[src/rtl/systmr_pkg.sv]
package systmr_pkg;

    localparam int WORD_W   = 32;
    localparam int UNIT_LSB = 9;

    // word index taken from byte address bits 4:2
    typedef enum logic [2:0] {
        IDX_LIMIT      = 3'd0,
        IDX_COUNT      = 3'd1,
        IDX_LIMIT_KEEP = 3'd2,
        IDX_STATUS     = 3'd3,
        IDX_MODE       = 3'd4
    } reg_idx_e;

endpackage

[src/rtl/systmr_step.sv]
module systmr_step #(
    parameter int CNT_W = 22
) (
    input  logic [CNT_W-1:0] cnt_q,
    input  logic [CNT_W-1:0] lim,
    input  logic             tick,
    input  logic             restart,
    output logic [CNT_W-1:0] cnt_d,
    output logic             hit
);

    logic [CNT_W-1:0] inc;
    logic             armed;
    logic             at_lim;

    always_comb begin
        inc    = cnt_q + CNT_W'(1);
        armed  = |lim;
        at_lim = armed && (cnt_q == lim);
        cnt_d  = cnt_q;
        hit    = 1'b0;
        if (restart) begin
            cnt_d = '0;
        end else if (tick) begin
            if (at_lim) begin
                cnt_d = '0;
            end else begin
                cnt_d = inc;
                hit   = armed && (inc == lim);
            end
        end
    end

endmodule

[src/rtl/systmr_rdmux.sv]
module systmr_rdmux
    import systmr_pkg::*;
#(
    parameter int CNT_W = 22
) (
    input  reg_idx_e          idx,
    input  logic [CNT_W-1:0]  cnt,
    input  logic [CNT_W-1:0]  lim,
    input  logic              reached,
    output logic [WORD_W-1:0] rd_val
);

    logic [WORD_W-2:0] cnt_f;
    logic [WORD_W-2:0] lim_f;

    assign cnt_f = (WORD_W-1)'(cnt) << UNIT_LSB;
    assign lim_f = (WORD_W-1)'(lim) << UNIT_LSB;

    always_comb begin
        case (idx)
            IDX_LIMIT: rd_val = {1'b0, lim_f};
            IDX_COUNT: rd_val = {reached, cnt_f};
            default:   rd_val = '0;
        endcase
    end

endmodule

[src/rtl/systmr_top.sv]
module systmr_top
    import systmr_pkg::*;
#(
    parameter int CNT_W = 22
) (
    input  logic        clk,
    input  logic        rst,
    input  logic        tick_en,
    input  logic        wr_en,
    input  logic        rd_en,
    input  logic [4:0]  addr,
    input  logic [31:0] wdata,
    output logic [31:0] rdata,
    output logic        irq
);

    localparam logic [WORD_W-1:0] LIM_MASK =
        WORD_W'(((64'd1 << CNT_W) - 64'd1) << UNIT_LSB);

    typedef struct packed {
        logic [CNT_W-1:0]  cnt;
        logic [CNT_W-1:0]  lim;
        logic              reached;
        logic              irq;
        logic [WORD_W-1:0] rdata;
    } state_t;

    state_t            st_q;
    state_t            st_d;
    reg_idx_e          idx;
    logic [WORD_W-1:0] wmask;
    logic [CNT_W-1:0]  lim_new;
    logic [CNT_W-1:0]  lim_eff;
    logic [CNT_W-1:0]  cnt_next;
    logic              hit;
    logic              wr_lim;
    logic              wr_keep;
    logic              rd_lim;
    logic [WORD_W-1:0] rd_val;

    assign idx     = reg_idx_e'(3'(addr >> 2));
    assign wmask   = wdata & LIM_MASK;
    assign lim_new = CNT_W'(wmask >> UNIT_LSB);
    assign wr_lim  = wr_en && (idx == IDX_LIMIT);
    assign wr_keep = wr_en && (idx == IDX_LIMIT_KEEP);
    assign rd_lim  = rd_en && (idx == IDX_LIMIT);
    assign lim_eff = (wr_lim || wr_keep) ? lim_new : st_q.lim;

    systmr_step #(.CNT_W(CNT_W)) u_step (
        .cnt_q   (st_q.cnt),
        .lim     (lim_eff),
        .tick    (tick_en),
        .restart (wr_lim),
        .cnt_d   (cnt_next),
        .hit     (hit)
    );

    systmr_rdmux #(.CNT_W(CNT_W)) u_rdmux (
        .idx     (idx),
        .cnt     (st_q.cnt),
        .lim     (st_q.lim),
        .reached (st_q.reached),
        .rd_val  (rd_val)
    );

    always_comb begin
        st_d     = st_q;
        st_d.lim = lim_eff;
        st_d.cnt = cnt_next;
        if (rd_en) begin
            st_d.rdata = rd_val;
        end
        if (rd_lim) begin
            st_d.reached = 1'b0;
            st_d.irq     = 1'b0;
        end
        if (wr_lim) begin
            st_d.irq = 1'b0;
        end
        if (hit) begin
            st_d.reached = 1'b1;
            st_d.irq     = 1'b1;
        end
    end

    always_ff @(posedge clk) begin
        if (rst) begin
            st_q <= '0;
        end else begin
            st_q <= st_d;
        end
    end

    assign rdata = st_q.rdata;
    assign irq   = st_q.irq;

endmodule

[config.mk]
export PLATFORM = sky130hd
export DESIGN_NAME = systmr_top
export DESIGN_NICKNAME = d
export VERILOG_FILES = /design/src/rtl/systmr_pkg.sv /design/src/rtl/systmr_step.sv /design/src/rtl/systmr_rdmux.sv /design/src/rtl/systmr_top.sv
export SDC_FILE = /design/constraint.sdc
export NUM_CORES = 1
export LEC_CHECK = 0
export BUFFER_PORTS_ARGS = -buffer_cell sky130_fd_sc_hd__clkbuf_2
export CAP_MARGIN = 20
export CORE_ASPECT_RATIO = 0.5
export CORE_MARGIN = 3
export CORE_UTILIZATION = 35
export CTS_CLUSTER_DIAMETER = 200
export DETAILED_ROUTE_END_ITERATION = 16
export GPL_ROUTABILITY_DRIVEN = 0
export SLEW_MARGIN = 15
export SYNTH_ARGS = -nofsm -noshare
export SYNTH_HDL_FRONTEND = slang
export SYNTH_SLANG_ARGS = --single-unit
[constraint.sdc]
create_clock -name clk -period 4.6 [get_ports clk]
set_clock_uncertainty 0.15 [all_clocks]
set_input_delay 0.23 -clock clk [delete_from_list [all_inputs] [get_ports clk]]
set_output_delay 0.23 -clock clk [all_outputs]
set_load 0.02 [all_outputs]
==> results.toml, run 1 <==
[setup_path]
cpMaxStageDelayCell = "nor4_1"
critPathArrivalTime_ns = 3.37
reg2reg_depth = 8
cp_num_cells = 8
path_cells = "nand3_1, nor4_1, nand3_1, xnor2_1, nor4b_1, o2111ai_1, and4bb_1, or2_1"
path_buf_inv = 0
slowest_delay_ns = 0.68
cp-start-kind = "flip-flop"
cpMostUsedCell = "nand3_1"
cp_data_required_time_ns = 4.74
crit_family = "simple AND/OR/NAND/NOR gates"
crit_path_end_kind = "flip-flop"
crit_fanout = 10
crit_type = "reg -> reg"

[sta]
whs_ns = 0.0480
finalHoldViolCount = 0
fin_crit_ns = 3.24
setup_tns_ns = 0
post-route-period-util_pct = 70.4
slew_violations = 0
setup_violations = 0
maxClockFrequency_ghz = 0.309
worst_pin_slew_ns = 0.943
rsz0062_at_grt = "false"
slew_headroom_pct = 37.2

[logic_synthesis]
avgSynthCellArea_um2 = 8.63
yosysUniqueCellTypes = 55
yosysTopAreaCell = "dfxtp_1"
synth_top_area_share_pct = 34.9
synthArstFlopShare_pct = 0
netlist_area_um2 = 3960
synth_most_common_cell = "dfxtp_1"
synthTopCellsByArea = "dfxtp_1 35%, xnor2_1 7.3%, nor2_1 6.4%, buf_4 6.3%, a222oi_1 6.1%"
synth_edf_count = 0
synth_seq_cells = 69
ys.flop_type = "dfxtp_1"
netlist_top_cells_count = "69 x dfxtp_1, 67 x nor2_1, 33 x buf_4, 33 x xnor2_1, 24 x a222oi_1"
yosys_warnings = 0
synthCells = 459
yosysSeqAreaShare_pct = 34.9

[cts]
cts.sinks = 69
post_cts_buffers = 0
cts.htree.levels = 3
ctsLongestPathBuffers = 2
cts_tree = "done"
clkLatencyLatePin_ns = 0.34
cts_made_buffers = 9
postCtsHoldBufs = 0
clockRootBuffer = "clkbuf_16"
clkTransAtPathRegs_ns = 0.06
cts_resized = 0

[die]
pin_count = 75
initial_core_util_pct = 37.3
core_area_um2 = 10600
die_x_um = 156
rows = 26
die-area_um2 = 12700
die_h_um = 81.2

[global_route]
grt_antenna_before_repair = 0
grt_pass1_vias = 3308
grt_overflow = 0
grt_pass1_wl_um = 18900
grt_usage_pct = 19.4
grt_max_degree = 48

[final_layout]
nets = 519
syn_to_final_growth_pct = 11.4
num-fill-cells = 1064
drive_gt1_share_pct = 18.5
stdcell_count = 621
antenna_cells = 0

[pwr]
max-vdd-ir-drop_mv = 0.195
p_leak_nw = 1.66
cellPowerDensity_nw_per_um2 = 342
power_w = 0.00151

[placed_design]
numPlacedInstances = 605
portBuffers = 53
post-dp-hpwl_um = 9130

[min_path]
min_path_cells = 3
hold_path_class = "in -> reg"

[detailed_routing]
drtIter0Drc = 613
drcViolationCount = 0
routed_via_density = 5.72
drtAntennaViolNets = 0
via_count = 3555
routed_wl_um = 12000
wl_per_cell_um = 19.2
dr.pass1.iters = 10

[outcome]
outcome = "completed"

[run]
cap_violations = 0
==> per-layer routing <==
metal	track usage (%)	part of all wire (%)
met4	4.98	1.3
met2	28.2	41
met3	3.99	11
met1	29.0	47
met5	0	0
==> sequential cells by signal, indices dropped and copies added, names as in the netlist <==
name and cells:
irq 1, rdata 23, st_q 45
==> path summary, 6_finish.rpt <==
kind              from   endpoint  slack (ns)
min          wdata[21]   st_q[46]        0.05
max reg2reg   st_q[60]        irq        1.36
min reg2reg   st_q[33]  rdata[31]        0.34
max           st_q[60]        irq        1.36
==> cells in the final DEF, fill, tap and decap left out, types with 10 or more instances in the layout <==
cell and n:
a21oi_1 11, a222oi_1 24, a22o_1 12, clkbuf_2 53, dfxtp_1 69, inv_1 16
mux2i_1 23, nand2_1 13, nand3_1 16, nand4_1 12, nor2_1 67, nor3_1 14
nor4_1 13, o21ai_0 10, xnor2_1 33
==> stage by stage <==
step / util [%] / worst slack (ns) / cell area [µm²]
6_report: 41.6 / 1.36 / 4410
5_1_grt: 41.6 / 1.10 / 4410
4_1_cts: 41.6 / 1.42 / 4410
3_5_place_dp: 38.7 / 1.16 / 4100
3_3_place_gp: 38.7 / 1.19 / 4100
2_1_floorplan: - / 2.13 / 3990
==> worst register-to-register path, stage by stage, from the launching register on <==
cell and delay [ns]:
dfxtp_1 0.51, nand3_1 0.37, nor4_1 0.69, nand3_1 0.29
xnor2_1 0.19, nor4b_1 0.31, o2111ai_1 0.15, and4bb_1 0.40
or2_1 0.13
==> logic make-up (layout without fill, tap and decap cells) <==
family / after synthesis / in the layout / share of synthesized area [%]
fa+ha+maj: 1 / 1 / 0.316
flops: 69 / 69 / 34.9
xor+xnor: 39 / 39 / 8.63
buf+inv: 78 / 92 / 11.6
simple gates: 160 / 160 / 20.8
other cells: 1 / 9 / 0.0947
compound gates: 87 / 87 / 17.3
mux: 24 / 24 / 6.38
==> power breakdown <==
group          internal, W  switching, W
Combinational    0.0000697      0.000110
Clock             0.000438      0.000271
Sequential        0.000607     0.0000129
==> layout make-up <==
class                      count  area [µm²]  area share (%)
clock inverter                 6        71.3            1.62
inverter                      16        60.1            1.36
tap                          140         175            3.97
timing repair buffer          60         318            7.20
clock buffer                  10         239            5.42
sequential                    69        1380            31.3
multi-input combinational    320        2170            49.1
Power figures use the tool's default switching activity.
==> run 2: changes to the inputs <==
==> constraint.sdc (replaced) <==
create_clock -name clk -period 2.64 [get_ports clk]
set_clock_uncertainty 0.15 [all_clocks]
set_input_delay 0.132 -clock clk [delete_from_list [all_inputs] [get_ports clk]]
set_output_delay 0.132 -clock clk [all_outputs]
set_load 0.02 [all_outputs]
==> results.toml, run 2 (synthesis results as in run 1) <==
[setup_path]
crit_type = "reg -> reg"
path_cells = "nand3_1, nor4_2, nand3_2, xnor2_1, nor4b_1, o2111ai_1, and4bb_1, or2_1"
cpMaxStageDelayCell = "dfxtp_1"
cp-start-kind = "flip-flop"
critPathArrivalTime_ns = 2.68
slowest_delay_ns = 0.45
crit_path_end_kind = "flip-flop"
path_buf_inv = 0
crit_fanout = 5
crit_family = "simple AND/OR/NAND/NOR gates"
cp_data_required_time_ns = 2.77

[final_layout]
final_cell_mix = "81 x buf_4, 69 x dfxtp_1, 67 x nor2_1"
layout_commonest_cell = "buf_4"
syn_to_final_growth_pct = 30.3
nets = 604
antenna_cells = 0
largest_register_ffs = 45
final_area_um2 = 5160
num-fill-cells = 1023
drive_gt1_share_pct = 29.7
regMostFlops = "st_q"
multi_input_area_um2 = 2200
stdcell_count = 706
final-seq-area_um2 = 1380

[sta]
slew_headroom_pct = 44.0
slew_violations = 0
fin_crit_ns = 2.55
post-route-period-util_pct = 96.5
finalHoldViolCount = 0
worst_pin_slew_ns = 0.836
whs_ns = 0.0274
rsz0062_at_grt = "true"
setup_violations = 0
maxClockFrequency_ghz = 0.392

[global_route]
grt_max_degree = 47
grt_overflow = 0
grt_antenna_before_repair = 0
grt_pass1_wl_um = 20400
grt_usage_pct = 21.1
grt_pass1_vias = 3607

[cts]
cts_tree = "done"
clkLatencyLatePin_ns = 0.34
clkTransAtPathRegs_ns = 0.06
ctsLongestPathBuffers = 2
cts.sinks = 69
cts.htree.levels = 3
cts_made_buffers = 9
clockRootBuffer = "clkbuf_16"

[placed_design]
postPlaceCellArea_um2 = 4660
portBuffers = 53
post-dp-hpwl_um = 9890
numPlacedInstances = 678

[die]
die_h_um = 81.2
initial_core_util_pct = 37.3
die-area_um2 = 12700
core_area_um2 = 10600
rows = 26
pin_count = 75
die_x_um = 156

[detailed_routing]
drtIter0Drc = 433
via_count = 3886
dr.pass1.iters = 6
routed_wl_um = 13000
wl_per_cell_um = 18.5
drtAntennaViolNets = 0
routed_via_density = 5.50
drcViolationCount = 0

[pwr]
p_leak_nw = 2.11
switching_share_pct = 24.6
cell_internal_pwr_w = 0.00216
max-vdd-ir-drop_mv = 0.314
p_seq_share_pct = 37.6
power_switching_w = 0.000703
cellPowerDensity_nw_per_um2 = 554
pwr-share-comb_pct = 13.5
clockPowerShare_pct = 48.9

[min_path]
hold_path_class = "in -> reg"

[outcome]
outcome = "completed"

[run]
cap_violations = 0
==> run 2: power by group through the flow <==
| stage | Sequential [W] | Clock, W | Combinational (W) |
|---|---|---|---|
| finish | 0.00108 | 0.00140 | 0.000387 |
| floorplan | 0.00109 | 0 | 0.000235 |
| detailed placement | 0.00110 | 0 | 0.000360 |
| CTS | 0.00107 | 0.00142 | 0.000374 |
| global route | 0.00108 | 0.00147 | 0.000416 |
| global placement | 0.00110 | 0 | 0.000358 |
==> run 2: cell type report <==
class | count | share of cell area [%]
tap | 140 | 3.39
multi-input combinational | 320 | 42.7
inverter | 16 | 1.16
clock buffer | 9 | 4.36
clock inverter | 7 | 2.35
sequential | 69 | 26.8
timing repair buffer | 145 | 19.2
==> run 2: worst reg2reg max path, delay by kind of cell (launching register included) <==
family / cells / cell delay (ns)
and+or+nand+nor: 6 / 1.58
DFF: 1 / 0.45
xor gates and xnor gates: 1 / 0.16
AOI/OAI and AO/OA: 1 / 0.15
==> run 2: per-layer routing <==
| layer | vias up | share of wire (%) | track usage [%] | wire length [µm] |
|---|---|---|---|---|
| met2 | 153 | 42 | 32.3 | 5530 |
| met5 | - | 0 | 0 | 0 |
| met4 | 0 | 1.3 | 5.50 | 167 |
| li1 | 1846 | - | - | - |
| met1 | 1871 | 49 | 30.1 | 6320 |
| met3 | 16 | 7.8 | 4.47 | 1020 |
==> run 2: path summary, 6_finish.rpt <==
| check | cells after the start | slack [ns] | startpoint | to |
|---|---|---|---|---|
| max | 8 | 0.09 | st_q[62] | irq |
| min | 3 | 0.03 | wdata[11] | st_q[36] |
| max reg2reg | 8 | 0.09 | st_q[62] | irq |
| min reg2reg | 2 | 0.35 | st_q[33] | rdata[31] |
==> run 2: metrics by stage <==
stage	total power [W]	TNS, ns	setup WS, ns	util, %
2_1_floorplan	0.00133	0	0.167	-
6_report	0.00286	0	0.0916	48.7
3_5_place_dp	0.00146	-0.772	-0.0894	44.0
5_1_grt	0.00296	-0.0160	-0.0148	48.7
4_1_cts	0.00287	0	0.0539	48.2
3_3_place_gp	0.00146	-0.343	-0.0653	44.0
==> run 2: what timing repair did <==
item / in CTS / in global routing
hold buffers: 10 / 0
endpoints found under the setup margin: 0 / 8
setup buffers: 0 / 2
hold endpoints to repair: 10 / 0
gates resized for setup: 0 / 7
==> run 3: changes to the inputs <==
--- a/config.mk
+++ b/config.mk
@@ -8,7 +8,6 @@
 export BUFFER_PORTS_ARGS = -buffer_cell sky130_fd_sc_hd__clkbuf_2
 export CAP_MARGIN = 20
 export CORE_ASPECT_RATIO = 0.5
-export CORE_MARGIN = 3
 export CORE_UTILIZATION = 35
 export CTS_CLUSTER_DIAMETER = 200
 export DETAILED_ROUTE_END_ITERATION = 16
==> constraint.sdc (replaced) <==
create_clock -name clk -period 2.64 [get_ports clk]
set_clock_uncertainty 0.15 [all_clocks]
set_input_delay 0.792 -clock clk [delete_from_list [all_inputs] [get_ports clk]]
set_output_delay 0.792 -clock clk [all_outputs]
set_load 0.02 [all_outputs]
==> results.toml, run 3 (synthesis results as in run 1) <==
[detailed_routing]
drcViolationCount = 4
wl_per_cell_um = 18.2
routed_via_density = 5.50
routed_wl_um = 13100
dr.pass1.iters = 14
via_count = 3967
drtIter0Drc = 549
drtAntennaViolNets = 0

[cts]
cts.htree.levels = 3
clkTransAtPathRegs_ns = 0.06
cts_tree = "done"
cts_made_buffers = 9
ctsLongestPathBuffers = 2
postCtsHoldBufs = 0
cts.sinks = 69
clockRootBuffer = "clkbuf_16"
clkLatencyLatePin_ns = 0.35

[setup_path]
crit_fanout = 11
crit_family = "simple AND/OR/NAND/NOR gates"
path_cells = "clkbuf_8, nor3b_4, buf_12, buf_4, mux2i_4, xnor2_1, nor4_1, and4_4, a211oi_2, and4bb_2, or2_1"
crit_type = "in -> reg"
path_buf_inv = 3
crit_path_end_kind = "flip-flop"
cpMaxStageDelayCell = "and4_4"
critPathArrivalTime_ns = 3.07
cp-start-kind = "primary input"
slowest_delay_ns = 0.32
cp_data_required_time_ns = 2.73

[final_layout]
layout_commonest_cell = "buf_4"
regMostFlops = "st_q"
antenna_cells = 0
nets = 614
final_area_um2 = 5400
largest_register_ffs = 45
multi_input_area_um2 = 2370
final-seq-area_um2 = 1380
final_cell_mix = "96 x buf_4, 69 x dfxtp_1, 67 x nor2_1"
num-fill-cells = 1054
drive_gt1_share_pct = 36.6
syn_to_final_growth_pct = 36.3
final_util_pct = 49.0

[global_route]
grt_overflow = 0
grt_antenna_before_repair = 0
grt_pass1_vias = 3583
grt_usage_pct = 22.6
grt_max_degree = 47
grt_pass1_wl_um = 20000

[pwr]
p_leak_nw = 2.21
max-vdd-ir-drop_mv = 0.289
cellPowerDensity_nw_per_um2 = 507
power_w = 0.00274

[placed_design]
portBuffers = 53
post-dp-hpwl_um = 9690
postPlaceCellArea_um2 = 4820

[run]
cap_violations = 0

[die]
die_h_um = 77.2
rows = 27
die_x_um = 152
die-area_um2 = 11800
initial_core_util_pct = 36.0
pin_count = 75
core_area_um2 = 11000

[sta]
worst_slack_ns = -0.341
slew_headroom_pct = 56.4
maxClockFrequency_ghz = 0.335
fin_crit_ns = 2.98
setup_violations = 24
post-route-period-util_pct = 113
slew_violations = 0
worst_pin_slew_ns = 0.651
rsz0062_at_grt = "true"
finalHoldViolCount = 0

[min_path]
hold_path_class = "reg -> reg"

[outcome]
violations = "design-rule violations, negative setup slack"
outcome = "finished, violations left"
## run 3: cell count changes in the layout (fill, tap and decap cells not counted), moves of 3 or more
cell	previous run	this run
buf_4	81	96
mux2i_1	23	8
dlygate4sd3_1	10	0
mux2i_2	0	10
mux2i_4	1	6
xnor2_1	33	28
xnor2_2	0	5
o21ai_0	10	7
o21ai_1	5	8
## run 3: report_power, final
| group | switching [W] | leakage [nW] | internal, W | total (W) |
|---|---|---|---|---|
| sequential | 0.0000202 | 0.558 | 0.00106 | 0.00108 |
| clock | 0.000475 | 0.138 | 0.000729 | 0.00120 |
| combinational | 0.000235 | 1.52 | 0.000221 | 0.000456 |
| total | 0.000731 | 2.21 | 0.00201 | 0.00274 |
## run 3: cell type report
| type | count | share of cell area, % |
|---|---|---|
| Timing Repair Buffer | 155 | 20.7 |
| Multi-Input combinational cell | 320 | 43.8 |
| Sequential cell | 69 | 25.6 |
| Inverter | 16 | 1.11 |
| Clock buffer | 10 | 4.24 |
| Tap cell | 145 | 3.36 |
| Clock inverter | 6 | 1.18 |
## run 3: timing repair
action / CTS / global route
buffers inserted: 2 / 3
resized for setup: 20 / 17
cloned: 2 / 0
endpoints found under the setup margin: 24 / 24
pin swaps: 0 / 4
## run 3: per-stage QoR
step                setup WS (ns)  hold WS [ns]  instances  TNS [ns]
detailed placement         -0.711         0.355        698    -15.14
finish                     -0.341         0.355        721     -6.97
global route               -0.430         0.401        721     -8.53
global placement           -0.701         0.338        698    -14.63
floorplan                  -0.299         0.307        467     -5.32
CTS                        -0.307         0.366        718     -6.17
## run 3: final timing paths
check                start        end  slack, ns  cells past startpoint
setup reg to reg  st_q[59]   st_q[33]       0.02                      9
setup / recovery   addr[2]   st_q[33]      -0.34                     11
hold reg to reg   st_q[33]  rdata[31]       0.35                      2
hold / removal    st_q[33]  rdata[31]       0.35                      2
## run 3: tightest hold or removal path, cell delays in order (launching register included)
cell,delay [ns]
dfxtp_1,0.33
a22oi_1,0.07
nor2_1,0.08
## run 3: per-layer routing
layer	track usage, %	up-vias	wire length [µm]
met4	5.05	0	206
met5	0	-	0
li1	-	1862	-
met2	33.1	208	5420
met3	6.90	21	1190
met1	32.2	1876	6270
